==> config.mk <==
export PLATFORM = sky130hd
export DESIGN_NAME = txfcs_inserter
export DESIGN_NICKNAME = d
export VERILOG_FILES = /design/src/rtl/txfcs_pkg.sv /design/src/rtl/txfcs_crc_step.sv /design/src/rtl/txfcs_sa_patch.sv /design/src/rtl/txfcs_lane_merge.sv /design/src/rtl/txfcs_inserter.sv
export SDC_FILE = /design/constraint.sdc
export NUM_CORES = 1
export LEC_CHECK = 0
export BUFFER_PORTS_ARGS = -buffer_cell sky130_fd_sc_hd__buf_4
export CORE_UTILIZATION = 55
export DETAILED_ROUTE_END_ITERATION = 7
export PLACE_DENSITY = 0.73
export SYNTH_ARGS = -nofsm -noshare
export SYNTH_HDL_FRONTEND = slang
export SYNTH_SLANG_ARGS = --single-unit
==> constraint.sdc <==
create_clock -name clk -period 20.3 [get_ports clk]
set_clock_uncertainty 0.2 [all_clocks]
set_input_delay 2.03 -clock clk [delete_from_list [all_inputs] [get_ports clk]]
set_output_delay 2.03 -clock clk [all_outputs]
set_load 0.1 [all_outputs]
==> src/rtl/txfcs_pkg.sv <==
// Package: constants shared by the transmit FCS inserter.
// Assumes the reflected (LSB-first) CRC-32 form used on Ethernet.
package txfcs_pkg;
    localparam logic [31:0] CRC_POLY_REFL = 32'hEDB88320;
    localparam logic [31:0] CRC_PRESET    = 32'hFFFFFFFF;
    localparam int          FCS_BYTES     = 4;
    localparam int          SA_FIRST      = 6;
    localparam int          SA_LAST       = 11;
endpackage

==> src/rtl/txfcs_crc_step.sv <==
// Module: combinational CRC-32 update over the first nbytes lanes of one beat.
// Assumes lane 0 is the earliest byte and each byte enters LSB first.
module txfcs_crc_step #(
    parameter int BYTES = 8,
    localparam int DATA_W = 8 * BYTES,
    localparam int CNT_W  = $clog2(BYTES + 1)
) (
    input  logic [31:0]       crc_in,
    input  logic [DATA_W-1:0] data,
    input  logic [CNT_W-1:0]  nbytes,
    output logic [31:0]       crc_out
);
    import txfcs_pkg::*;

    logic [31:0] c;

    // Purpose: fold every valid byte of the beat into the running CRC.
    always_comb begin
        c = crc_in;
        for (int k = 0; k < BYTES; k++) begin
            if (k < int'(nbytes)) begin
                for (int b = 0; b < 8; b++) begin
                    if (c[0] ^ data[8*k+b])
                        c = (c >> 1) ^ CRC_POLY_REFL;
                    else
                        c = c >> 1;
                end
            end
        end
        crc_out = c;
    end
endmodule

==> src/rtl/txfcs_sa_patch.sv <==
// Module: replaces frame bytes 6..11 with the station address when enabled.
// Assumes beat_idx saturates at or beyond the last beat touching the field.
module txfcs_sa_patch #(
    parameter int BYTES = 8,
    localparam int DATA_W = 8 * BYTES
) (
    input  logic [DATA_W-1:0] data_in,
    input  logic [1:0]        beat_idx,
    input  logic              enable,
    input  logic [47:0]       station,
    output logic [DATA_W-1:0] data_out
);
    import txfcs_pkg::*;

    // Purpose: overwrite each lane whose frame position falls in the address field.
    always_comb begin
        data_out = data_in;
        for (int k = 0; k < BYTES; k++) begin
            if (enable && (int'(beat_idx) * BYTES + k >= SA_FIRST)
                       && (int'(beat_idx) * BYTES + k <= SA_LAST))
                data_out[8*k +: 8] = station[8*(int'(beat_idx) * BYTES + k - SA_FIRST) +: 8];
        end
    end
endmodule

==> src/rtl/txfcs_lane_merge.sv <==
// Module: places the four FCS bytes after the last valid byte of the final beat,
// producing the main beat and the overflow beat contents.
// Assumes BYTES >= 4; spill_out is meaningful only when nvalid > 4.
module txfcs_lane_merge #(
    parameter int BYTES = 8,
    localparam int DATA_W = 8 * BYTES,
    localparam int CNT_W  = $clog2(BYTES + 1)
) (
    input  logic [DATA_W-1:0] data_in,
    input  logic [CNT_W-1:0]  nvalid,
    input  logic [31:0]       fcs,
    output logic [DATA_W-1:0] main_out,
    output logic [DATA_W-1:0] spill_out
);
    import txfcs_pkg::*;

    // Purpose: drop FCS bytes into free lanes and carry the rest into the spill beat.
    always_comb begin
        main_out  = data_in;
        spill_out = '0;
        for (int k = 0; k < BYTES; k++) begin
            if (k >= int'(nvalid) && k < int'(nvalid) + FCS_BYTES)
                main_out[8*k +: 8] = fcs[8*(k - int'(nvalid)) +: 8];
        end
        for (int j = 0; j < BYTES; j++) begin
            if (BYTES - int'(nvalid) + j >= 0 && BYTES - int'(nvalid) + j < FCS_BYTES)
                spill_out[8*j +: 8] = fcs[8*(BYTES - int'(nvalid) + j) +: 8];
        end
    end
endmodule

==> src/rtl/txfcs_inserter.sv <==
// Module: transmit-side source address rewrite and CRC-32 FCS append on a
// BYTES-wide valid/ready stream with sop/eop/empty markers.
// Assumes: BYTES >= 4, frames of at least one byte, empty only meaningful on eop.
// Configuration is captured on the sop beat and held for the frame.
module txfcs_inserter #(
    parameter int BYTES = 8,
    localparam int DATA_W   = 8 * BYTES,
    localparam int EMPTY_W  = $clog2(BYTES),
    localparam int CNT_W    = $clog2(BYTES + 1),
    localparam int SA_BEATS = (txfcs_pkg::SA_LAST + BYTES) / BYTES
) (
    input  logic               clk,
    input  logic               rst_n,
    input  logic               cfg_addr_replace,
    input  logic [47:0]        cfg_station_addr,
    input  logic               cfg_crc_insert,
    input  logic               in_valid,
    output logic               in_ready,
    input  logic [DATA_W-1:0]  in_data,
    input  logic               in_sop,
    input  logic               in_eop,
    input  logic [EMPTY_W-1:0] in_empty,
    output logic               out_valid,
    input  logic               out_ready,
    output logic [DATA_W-1:0]  out_data,
    output logic               out_sop,
    output logic               out_eop,
    output logic [EMPTY_W-1:0] out_empty
);
    import txfcs_pkg::*;

    // Frame state
    logic [31:0]        crc_q;
    logic               repl_q, ins_q;
    logic [47:0]        addr_q;
    logic [1:0]         beat_q;
    // Overflow beat
    logic               pend_q;
    logic [DATA_W-1:0]  spill_q;
    logic [EMPTY_W-1:0] spill_empty_q;

    // Effective per-beat values
    logic               acc;
    logic [1:0]         beat_idx;
    logic               repl_eff, ins_eff;
    logic [47:0]        addr_eff;
    logic [31:0]        crc_seed, crc_nx;
    logic [CNT_W-1:0]   nvalid;
    logic               spill_need;
    logic [DATA_W-1:0]  patched, merged, spill_data;
    logic [EMPTY_W-1:0] tail_empty, spill_empty;

    assign in_ready = !pend_q && (!out_valid || out_ready);
    assign acc      = in_valid && in_ready;

    // Purpose: choose sop-time configuration or the values held for the frame.
    always_comb begin
        beat_idx    = in_sop ? 2'd0 : beat_q;
        repl_eff    = in_sop ? cfg_addr_replace : repl_q;
        ins_eff     = in_sop ? cfg_crc_insert : ins_q;
        addr_eff    = in_sop ? cfg_station_addr : addr_q;
        crc_seed    = in_sop ? CRC_PRESET : crc_q;
        nvalid      = in_eop ? CNT_W'(BYTES) - CNT_W'(in_empty) : CNT_W'(BYTES);
        spill_need  = ins_eff && in_eop && (int'(nvalid) > FCS_BYTES);
        tail_empty  = EMPTY_W'(BYTES - FCS_BYTES - int'(nvalid));
        spill_empty = EMPTY_W'(BYTES + FCS_BYTES - int'(nvalid));
    end

    txfcs_sa_patch #(.BYTES(BYTES)) u_patch (
        .data_in  (in_data),
        .beat_idx (beat_idx),
        .enable   (repl_eff),
        .station  (addr_eff),
        .data_out (patched)
    );

    txfcs_crc_step #(.BYTES(BYTES)) u_crc (
        .crc_in  (crc_seed),
        .data    (patched),
        .nbytes  (nvalid),
        .crc_out (crc_nx)
    );

    txfcs_lane_merge #(.BYTES(BYTES)) u_merge (
        .data_in   (patched),
        .nvalid    (nvalid),
        .fcs       (~crc_nx),
        .main_out  (merged),
        .spill_out (spill_data)
    );

    // Purpose: track CRC, beat position and the frame's captured configuration.
    always_ff @(posedge clk) begin
        if (!rst_n) begin
            crc_q  <= CRC_PRESET;
            repl_q <= 1'b0;
            ins_q  <= 1'b0;
            addr_q <= '0;
            beat_q <= 2'd0;
        end else if (acc) begin
            crc_q  <= crc_nx;
            repl_q <= repl_eff;
            ins_q  <= ins_eff;
            addr_q <= addr_eff;
            beat_q <= (int'(beat_idx) >= SA_BEATS) ? beat_idx : beat_idx + 2'd1;
        end
    end

    // Purpose: output register stage, issuing the pending overflow beat first.
    always_ff @(posedge clk) begin
        if (!rst_n) begin
            out_valid     <= 1'b0;
            out_data      <= '0;
            out_sop       <= 1'b0;
            out_eop       <= 1'b0;
            out_empty     <= '0;
            pend_q        <= 1'b0;
            spill_q       <= '0;
            spill_empty_q <= '0;
        end else if (pend_q && (!out_valid || out_ready)) begin
            out_valid <= 1'b1;
            out_data  <= spill_q;
            out_sop   <= 1'b0;
            out_eop   <= 1'b1;
            out_empty <= spill_empty_q;
            pend_q    <= 1'b0;
        end else if (acc) begin
            out_valid <= 1'b1;
            out_data  <= (ins_eff && in_eop) ? merged : patched;
            out_sop   <= in_sop;
            out_eop   <= in_eop && !spill_need;
            out_empty <= (ins_eff && in_eop && !spill_need) ? tail_empty : in_empty;
            if (spill_need) begin
                pend_q        <= 1'b1;
                spill_q       <= spill_data;
                spill_empty_q <= spill_empty;
            end
        end else if (out_ready) begin
            out_valid <= 1'b0;
        end
    end
endmodule

* After elaboration in Yosys (flattened, before gate mapping) *
Index checks and enable logic that the tools add are counted.

word-level totals
  register bits = 222
  latch bits = 0
  bits in writable memories = 0
  bits in read-only memories = 0
  output and inout bits = 71
  logic and storage cells = 479
  memories kept = 0

operators by class
  $add $sub $neg = 35
  multipliers = 0
  divide/modulo/power cells = 0
  $lt $le $gt $ge = 58
  equal/unequal tests = 0
  shift operators = 24
  multiplexer cells = 170
  bitwise gates (word level) = 131
  reduce and logical (&&, ||, !) cells = 48

operators by type and width
  operator                                                            count
  2-to-1 mux 32 bit                                                   129
  NOT 13 -> 14 bit                                                    64
  indexed part select 32 x 32 -> 8 bit                                16
  indexed part select 48 x 32 -> 8 bit                                8
  greater-or-equal comparator 32 x 1 -> 1 bit, second input constant  8
  less-than comparator 32 x 4 -> 1 bit, second input constant         8
  greater-or-equal comparator 32 x 4 -> 1 bit, second input constant  7
  <= comparator 32 x 5 -> 1 bit, second input constant                7
  subtractor 29 x 4 -> 29 bit, second input constant                  7
  2-to-1 mux 64 bit                                                   3
  2-to-1 mux 8 bit                                                    24
  adder 32 x 4 -> 32 bit, second input constant                       4
  adder 32 x 3 -> 32 bit, second input constant                       2
  bitwise XOR 1 bit                                                   64
  2-to-1 mux 48 bit                                                   1
  logical AND 1 bit                                                   39
  adder 32 x 2 -> 32 bit, second input constant                       1
  less-than comparator 4 x 32 -> 1 bit, first input constant          1
  NOT 32 bit                                                          1
  adder 5 x 3 -> 6 bit, second input constant                         4
  subtractor 3 x 4 -> 5 bit, first input constant                     4
  greater-or-equal comparator 3 x 4 -> 1 bit, first input constant    4
  less-than comparator 3 x 4 -> 1 bit, first input constant           4
  less-than comparator 3 x 5 -> 1 bit, first input constant           3
  other kinds (32)                                                    53

* Longest topological paths before layout *
Gate-level depths: netlist of the first run.

  word-level depth = 203
  mapped depth = 49
  depth with buffers taken out = 39

* Cells and area by module *
A second synthesis of the first run with hierarchy kept.

second synthesis, totals
  cell total of the unflattened synthesis = 3462
  area total of the unflattened synthesis = 27705.3 µm²

by module, submodules not included
  module            instances  cells an instance  area an instance (µm²)  seq. area each (µm²)
  txfcs_crc_step    1          1420               11867.6                 0.0
  txfcs_inserter    1          1279               10640.2                 4444.3
  txfcs_lane_merge  1          613                4395.5                  0.0
  txfcs_sa_patch    1          150                802.0                   0.0

* Worst setup path before layout of the first run *
Ideal clock, no wire load.

  path type = input to register
  start = input in_sop
  end = register out_data[34]
  library setup time = 0.116 ns
  arrival = 14.383 ns
  data required time = 19.984 ns
  path slack = 5.601 ns
  stages on the path = 44
  path buffers = 10
  path through = buf_6 -> buf_4 -> buf_4 -> clkbuf_1 -> clkbuf_1 -> buf_1 -> clkbuf_1 -> clkbuf_1 -> buf_1 -> nand2b_1 -> ha_1 -> and4b_1 -> nor2b_1 -> a2111oi_4 -> xor3_2 -> xnor2_1 -> mux2_2 -> o211a_1 -> [8 not listed] -> nor4b_4 -> buf_4 -> nor4b_1 -> a2111oi_0 -> nand4_1 -> xnor2_2 -> xor3_1 -> o21ai_2 -> xor2_2 -> xnor3_1 -> mux2_2 -> xor2_2 -> xnor3_1 -> xor2_1 -> nor3_1 -> a311oi_1 -> mux2i_1 -> a41o_1

between the ends
  word-level cells in the longest chain between the ends = 167
  elaborated cells on any way between the ends = 331

ends and longest elaborated chain
  item                                                                 RTL line               source
  start: declaration                                                   txfcs_inserter.sv:20   input logic in_sop,
  branches (longest 164 deep; another with subtractor 5 x 3 -> 6 bit)  --
  2-to-1 mux 64 bit *                                                  txfcs_inserter.sv:129  out_data <= (ins_eff && in_eop) ? merged : patched;
  2-to-1 mux 64 bit *                                                  txfcs_inserter.sv:127  end else if (acc) begin
  2-to-1 mux 64 bit *                                                  txfcs_inserter.sv:120  end else if (pend_q && (!out_valid || out_ready)) begin
  end signal: assignment                                               txfcs_inserter.sv:122  out_data <= spill_q;
  end signal: assignment                                               txfcs_inserter.sv:129
  end: declaration                                                     txfcs_inserter.sv:25   output logic [DATA_W-1:0] out_data,

Every way passes the cells marked *. The select of a mux whose other input is x is not followed.
A chain may end at the register's enable or synchronous reset.

* Worst setup path after layout of the first run *
  start = input in_sop
  end = register out_data[36]

between the ends
  word-level cells in the longest chain between the ends = 168
  elaborated cells on any way between the ends = 331

ends and longest elaborated chain
  item                                                                 RTL line
  branches (longest 165 deep; another with subtractor 5 x 3 -> 6 bit)  --
  2-to-1 mux 64 bit *                                                  txfcs_inserter.sv:129
  2-to-1 mux 64 bit *                                                  txfcs_inserter.sv:127
  2-to-1 mux 64 bit *                                                  txfcs_inserter.sv:120

Marks and branches as above.

==> impl_metrics.toml, run 1 <==
[outcome]
status = "finished, final reports clean"

[layout]
syn2layout_area_growth_pct = 10.53
layout_commonest_cell = "nand2_1"
regArea_mm2 = 0.004444
utilization = 0.6140
drive_gt1_frac = 0.1397
nNetsFinal = 3542
fill_cells = 4167
multi_input_area_mm2 = 0.02040
final_cell_mix = "nand2_1 (458), xnor2_1 (275), a21oi_1 (253), buf_4 (253), nor2_1 (226)"

[synthesis]
synth_cell_types = 126
ys_ff_latch = 222
yosysWarningCount = 0
ys_seq_area_frac = 0.1722
async_flop_share = 0
ys.flop_type = "dfxtp_1"
synth_area_per_cell_um2 = 7.871
syn-instance-count = 3279
syn-cell-area_mm2 = 0.02581
synth-edff-count = 0

[route]
drc_errors = 0
viasPerCell = 6.916
postRouteAntennaNets = 0
post_drt_wl_per_cell_um = 28.93
drtIter0Drc = 3774
first_pass_iters = 6
wirelength_um = 114700
vias = 27420

[grt]
grt_pass1_vias = 25120
track_usage = 0.4654
grt_pass1_wl_um = 164800
grt_max_degree = 86
grt_antenna_before_repair = 1
gr-total-overflow = 0

[timing]
hold_viol = 0
fmax_ghz = 0.05921
rsz0062_at_grt = "no"
slew_violations = 0
setup_ws_ps = 3410
worst_pin_slew_ps = 1401
final.period_utilization = 0.8320
slew_headroom = 0.06490
tns_ps = 0
setup_viol = 0
post-route-min-period_ps = 16890

[floorplan]
die_height_um = 218.6
die_w_um = 218.6
die-area_mm2 = 0.04779
core-area_mm2 = 0.04646
pin_count = 194
start_util = 0.5555
rows = 79

[worst_setup_path]
slowest_delay_ps = 910
worstPathMaxFanout = 85
cp-start-kind = "input pin"
path_buf_inv = 2
r2r-end = "out_data[36]"
worstPathRequired_ps = 20520
critPathKind = "input pin to flop"
reg2regPathDepth = 32
crit_family = "XOR/XNOR gates"
r2r_slack_ps = 5560
slowest_stage = "a2111oi_4"
cp_data_arrival_time_ps = 17110
end_kind = "flop"
r2r-start = "beat_q[0]"

[placement]
gp_congestion = 1.051
dp_slack_ps = 3279
portBuffers = 193
dp_hpwl_um = 89450

[cts]
htreeDepth = 1
clkTransAtPathRegs_ps = 60
root_buffer = "clkbuf_16"
tritoncts = "built"
cts_resized = 0
worstSkewPairLatency_ps = 550
postCtsSetupBuffers = 0
postCtsHoldBufs = 0
cts_sinks = 222
cts_made_buffers = 24
cts.path.max_buffers = 3

[min_path]
hold_path.class = "flop to flop"
min_from = "spill_q[38]"
whs_path_depth = 2
hold_end = "spill_q[38]"

[flow_run]
cap_violations = 0
[registers in the layout, summed over array words and instances, names as in the netlist, 2 cells and up]
name	cells
crc_q	32
out_empty	3
spill_empty_q	3
beat_q	2
spill_q	64
addr_q	48
out_data	64
[cell usage after synthesis, drive strengths merged (15+ instances only)]
| master | count | area [µm²] |
|---|---|---|
| nand2 | 460 | 1727 |
| xnor2 | 307 | 2997 |
| a21oi | 262 | 1375 |
| nor2 | 237 | 930.9 |
| dfxtp | 222 | 4444 |
| o21ai | 206 | 1057 |
| clkbuf | 172 | 645.6 |
| xor2 | 113 | 1189 |
| mux2i | 99 | 1003 |
| nand3 | 93 | 465.5 |
| nor3 | 82 | 420.4 |
| ha | 79 | 988.5 |
| xnor3 | 66 | 1488 |
| o211ai | 53 | 402.9 |
| and3 | 50 | 312.8 |
| inv | 49 | 183.9 |
| buf | 47 | 219.0 |
| a31oi | 37 | 280.3 |
| nor4 | 37 | 295.3 |
| a211oi | 36 | 285.3 |
| and2 | 35 | 219.0 |
| a221oi | 34 | 297.8 |
| o22ai | 32 | 200.2 |
| nand4 | 31 | 200.2 |
| or3 | 31 | 193.9 |
| mux2 | 26 | 292.8 |
| a21o | 25 | 187.7 |
| nand2b | 24 | 150.1 |
| a22o | 23 | 201.4 |
| xor3 | 22 | 526.8 |
| nor4b | 16 | 182.7 |
| o31ai | 16 | 135.1 |
| a211o | 15 | 131.4 |
| a22oi | 15 | 122.6 |
| o21a | 15 | 112.6 |
[layout make-up]
class | count | share of cell area
Tap cell | 607 | 0.02663
Multi-Input combinational cell | 2789 | 0.7152
Inverter | 50 | 0.006667
Timing Repair Buffer | 253 | 0.06658
Clock inverter | 9 | 0.003904
Sequential cell | 222 | 0.1558
Antenna cell | 2 | 0.0001755
Clock buffer | 33 | 0.02509
[worst max-delay path by stage]
| stage | from | end | slack, ps | cells after the start |
|---|---|---|---|---|
| detailed placement | in_sop | out_data[36] | 3280 | 36 |
| finish | in_sop | out_data[36] | 3410 | 36 |
| global route | in_sop | out_data[36] | 2630 | 36 |
| floorplan | in_sop | out_data[34] | 5600 | 44 |
| global placement | in_sop | out_data[36] | 3770 | 36 |
| CTS | in_sop | out_data[36] | 3810 | 36 |
[worst register-to-register path: cells and delay by family, from the launching register on]
family,cells,cell delay [ps]
xor+xnor,10,3970
mux,1,440
simple gates,6,3130
compound gates,14,6170
fa+ha+maj,1,280
flops,1,480
[routing by layer]
metal	global-route usage	up-vias	routed length, µm
met5	0	-	0
met4	0.3322	0	9283
met3	0.09450	398	13080
met2	0.7130	1899	49850
met1	0.5813	13130	42510
li1	-	12000	-
[stage by stage]
stage / hold WS (ps) / instance area, µm² / cells
3_5_place_dp: 241.1 / 27690 / 3921
5_1_grt: 267.3 / 28520 / 3963
3_3_place_gp: 234.5 / 27690 / 3921
6_report: 248.6 / 28520 / 3965
4_1_cts: 249.4 / 28510 / 3963
2_1_floorplan: 224.4 / 25810 / 3280
[cell families (layout without fill, tap and decap cells)]
| kind of cell | Yosys count | after routing | synth area share |
|---|---|---|---|
| AOI/OAI and AO/OA | 906 | 906 | 0.2376 |
| xor gates and xnor gates | 508 | 508 | 0.2402 |
| adders and majority gates | 79 | 79 | 0.03830 |
| buffers and inverters | 269 | 345 | 0.04077 |
| DFF | 222 | 222 | 0.1722 |
| muxes | 125 | 125 | 0.05023 |
| other | 1 | 4 | 0.0001453 |
| and+or+nand+nor | 1169 | 1169 | 0.2205 |
Power of run 1 is left out: the tool's default activity adds up to more than one toggle a clock period on the data nets, which glitch-free logic cannot reach.
==> run 2, diff against run 1 <==
--- a/config.mk
+++ b/config.mk
@@ -8,7 +8,7 @@
 export BUFFER_PORTS_ARGS = -buffer_cell sky130_fd_sc_hd__buf_4
 export CORE_UTILIZATION = 55
 export DETAILED_ROUTE_END_ITERATION = 7
-export PLACE_DENSITY = 0.73
+export PLACE_DENSITY = 0.76
 export SYNTH_ARGS = -nofsm -noshare
 export SYNTH_HDL_FRONTEND = slang
 export SYNTH_SLANG_ARGS = --single-unit
==> constraint.sdc (replaced) <==
create_clock -name clk -period 13.8 [get_ports clk]
set_clock_uncertainty 0.2 [all_clocks]
set_input_delay 1.38 -clock clk [delete_from_list [all_inputs] [get_ports clk]]
set_output_delay 1.38 -clock clk [all_outputs]
set_load 0.1 [all_outputs]
==> impl_metrics.toml, run 2 (synthesized netlist as in run 1, its figures left out) <==
[outcome]
status = "finished, final reports clean"

[floorplan]
die_w_um = 218.6
die-area_mm2 = 0.04779
pin_count = 194
start_util = 0.5555
rows = 79
core-area_mm2 = 0.04646
die_height_um = 218.6

[timing]
fmax_ghz = 0.07383
worst_pin_slew_ps = 1253
post-route-min-period_ps = 13540
final.period_utilization = 0.9815
slew_headroom = 0.1538
slew_violations = 0
setup_viol = 0
rsz0062_at_grt = "no"
hold_viol = 0
tns_ps = 0

[grt]
gr-total-overflow = 0
grt_pass1_wl_um = 164800
grt_pass1_vias = 25320
grt_max_degree = 74
track_usage = 0.4616
grt_antenna_before_repair = 3

[layout]
nNetsFinal = 3613
top_regs = "out_data x64, spill_q x64, addr_q x48"
final_cell_mix = "nand2_1 (458), buf_4 (323), xnor2_1 (273)"
fill_cells = 4146
drive_gt1_frac = 0.1576
syn2layout_area_growth_pct = 12.64
final_design_area_no_fill_mm2 = 0.02907
layout_commonest_cell = "nand2_1"

[worst_setup_path]
crit_end = "out_data[5]"
end_kind = "flop"
cp-start-kind = "input pin"
cp_data_arrival_time_ps = 13740
critPathKind = "input pin to flop"
worstPathMaxFanout = 22
r2r_slack_ps = 870
crit_start = "in_sop"
cp_num_cells = 35
crit_top_cell = "buf_4"
path_buf_inv = 4
reg2regPathDepth = 34
worstPathRequired_ps = 13990
r2r-end = "out_data[5]"
slowest_delay_ps = 1090
slowest_stage = "o311ai_0"
crit_family = "XOR/XNOR gates"
r2r-start = "beat_q[0]"

[cts]
root_buffer = "clkbuf_16"
postCtsHoldBufs = 0
postCtsSetupBuffers = 0
cts.path.max_buffers = 3
clkTransAtPathRegs_ps = 60
cts_sinks = 222
cts_resized = 0
worstSkewPairLatency_ps = 560
tritoncts = "built"
cts_made_buffers = 22
htreeDepth = 1

[route]
drc_errors = 0
first_pass_iters = 8
post_drt_wl_per_cell_um = 28.17
drtIter0Drc = 3948
wirelength_um = 113700
postRouteAntennaNets = 0
viasPerCell = 6.872
vias = 27740

[min_path]
hold_path.class = "flop to flop"

[placement]
dp_hpwl_um = 88340
portBuffers = 193
placed_area_mm2 = 0.02828
gp_congestion = 1.049

[flow_run]
cap_violations = 0
## run 2: stage by stage
step	hold slack (ps)	cells	worst slack, ps	util
after CTS	253.5	4033	418.5	0.6242
after floorplan	224.4	3280	70.04	-
after global placement	235.2	3993	231.3	0.6086
after global routing	269.0	4033	6.067	0.6255
final	254.4	4037	255.8	0.6257
after detailed placement	242.2	3994	-118.2	0.6088
## run 2: how the worst min path moves through the flow
stage / start / to / slack (ps) / cells past startpoint
6_report: addr_q[3] / addr_q[3] / 250 / 2
3_3_place_gp: spill_q[56] / spill_q[56] / 240 / 2
3_5_place_dp: spill_q[14] / spill_q[14] / 240 / 2
4_1_cts: spill_q[6] / spill_q[6] / 250 / 2
2_1_floorplan: spill_q[12] / spill_q[12] / 220 / 2
5_1_grt: spill_q[6] / spill_q[6] / 270 / 2
## run 2: worst reg2reg max path: cells and delay by family, from the launching register on
| kind | cells | cell delay, ps |
|---|---|---|
| buf+inv | 3 | 640 |
| compound gates | 5 | 2650 |
| simple gates | 9 | 2920 |
| xor+xnor | 14 | 4970 |
| fa+ha+maj | 1 | 280 |
| mux | 2 | 690 |
| flops | 1 | 450 |
## run 2: routing by layer
layer / vias to the layer above / GRT usage / part of all wire
li1: 12160 / - / -
met1: 13300 / 0.6022 / 0.38
met2: 1896 / 0.6918 / 0.43
met3: 393 / 0.09033 / 0.11
met4: 0 / 0.2988 / 0.077
met5: - / 0 / 0
## run 2: layout make-up
cell class | count | area (µm²) | area share
Multi-Input combinational cell | 2789 | 20470 | 0.7040
Sequential cell | 222 | 4444 | 0.1529
Timing Repair Buffer | 326 | 2485 | 0.08548
Tap cell | 607 | 759.5 | 0.02613
Clock buffer | 30 | 600.6 | 0.02066
Inverter | 50 | 190.2 | 0.006542
Clock inverter | 9 | 115.1 | 0.003960
Antenna cell | 4 | 10.01 | 0.0003443
Power of run 2 is left out for the same reason.
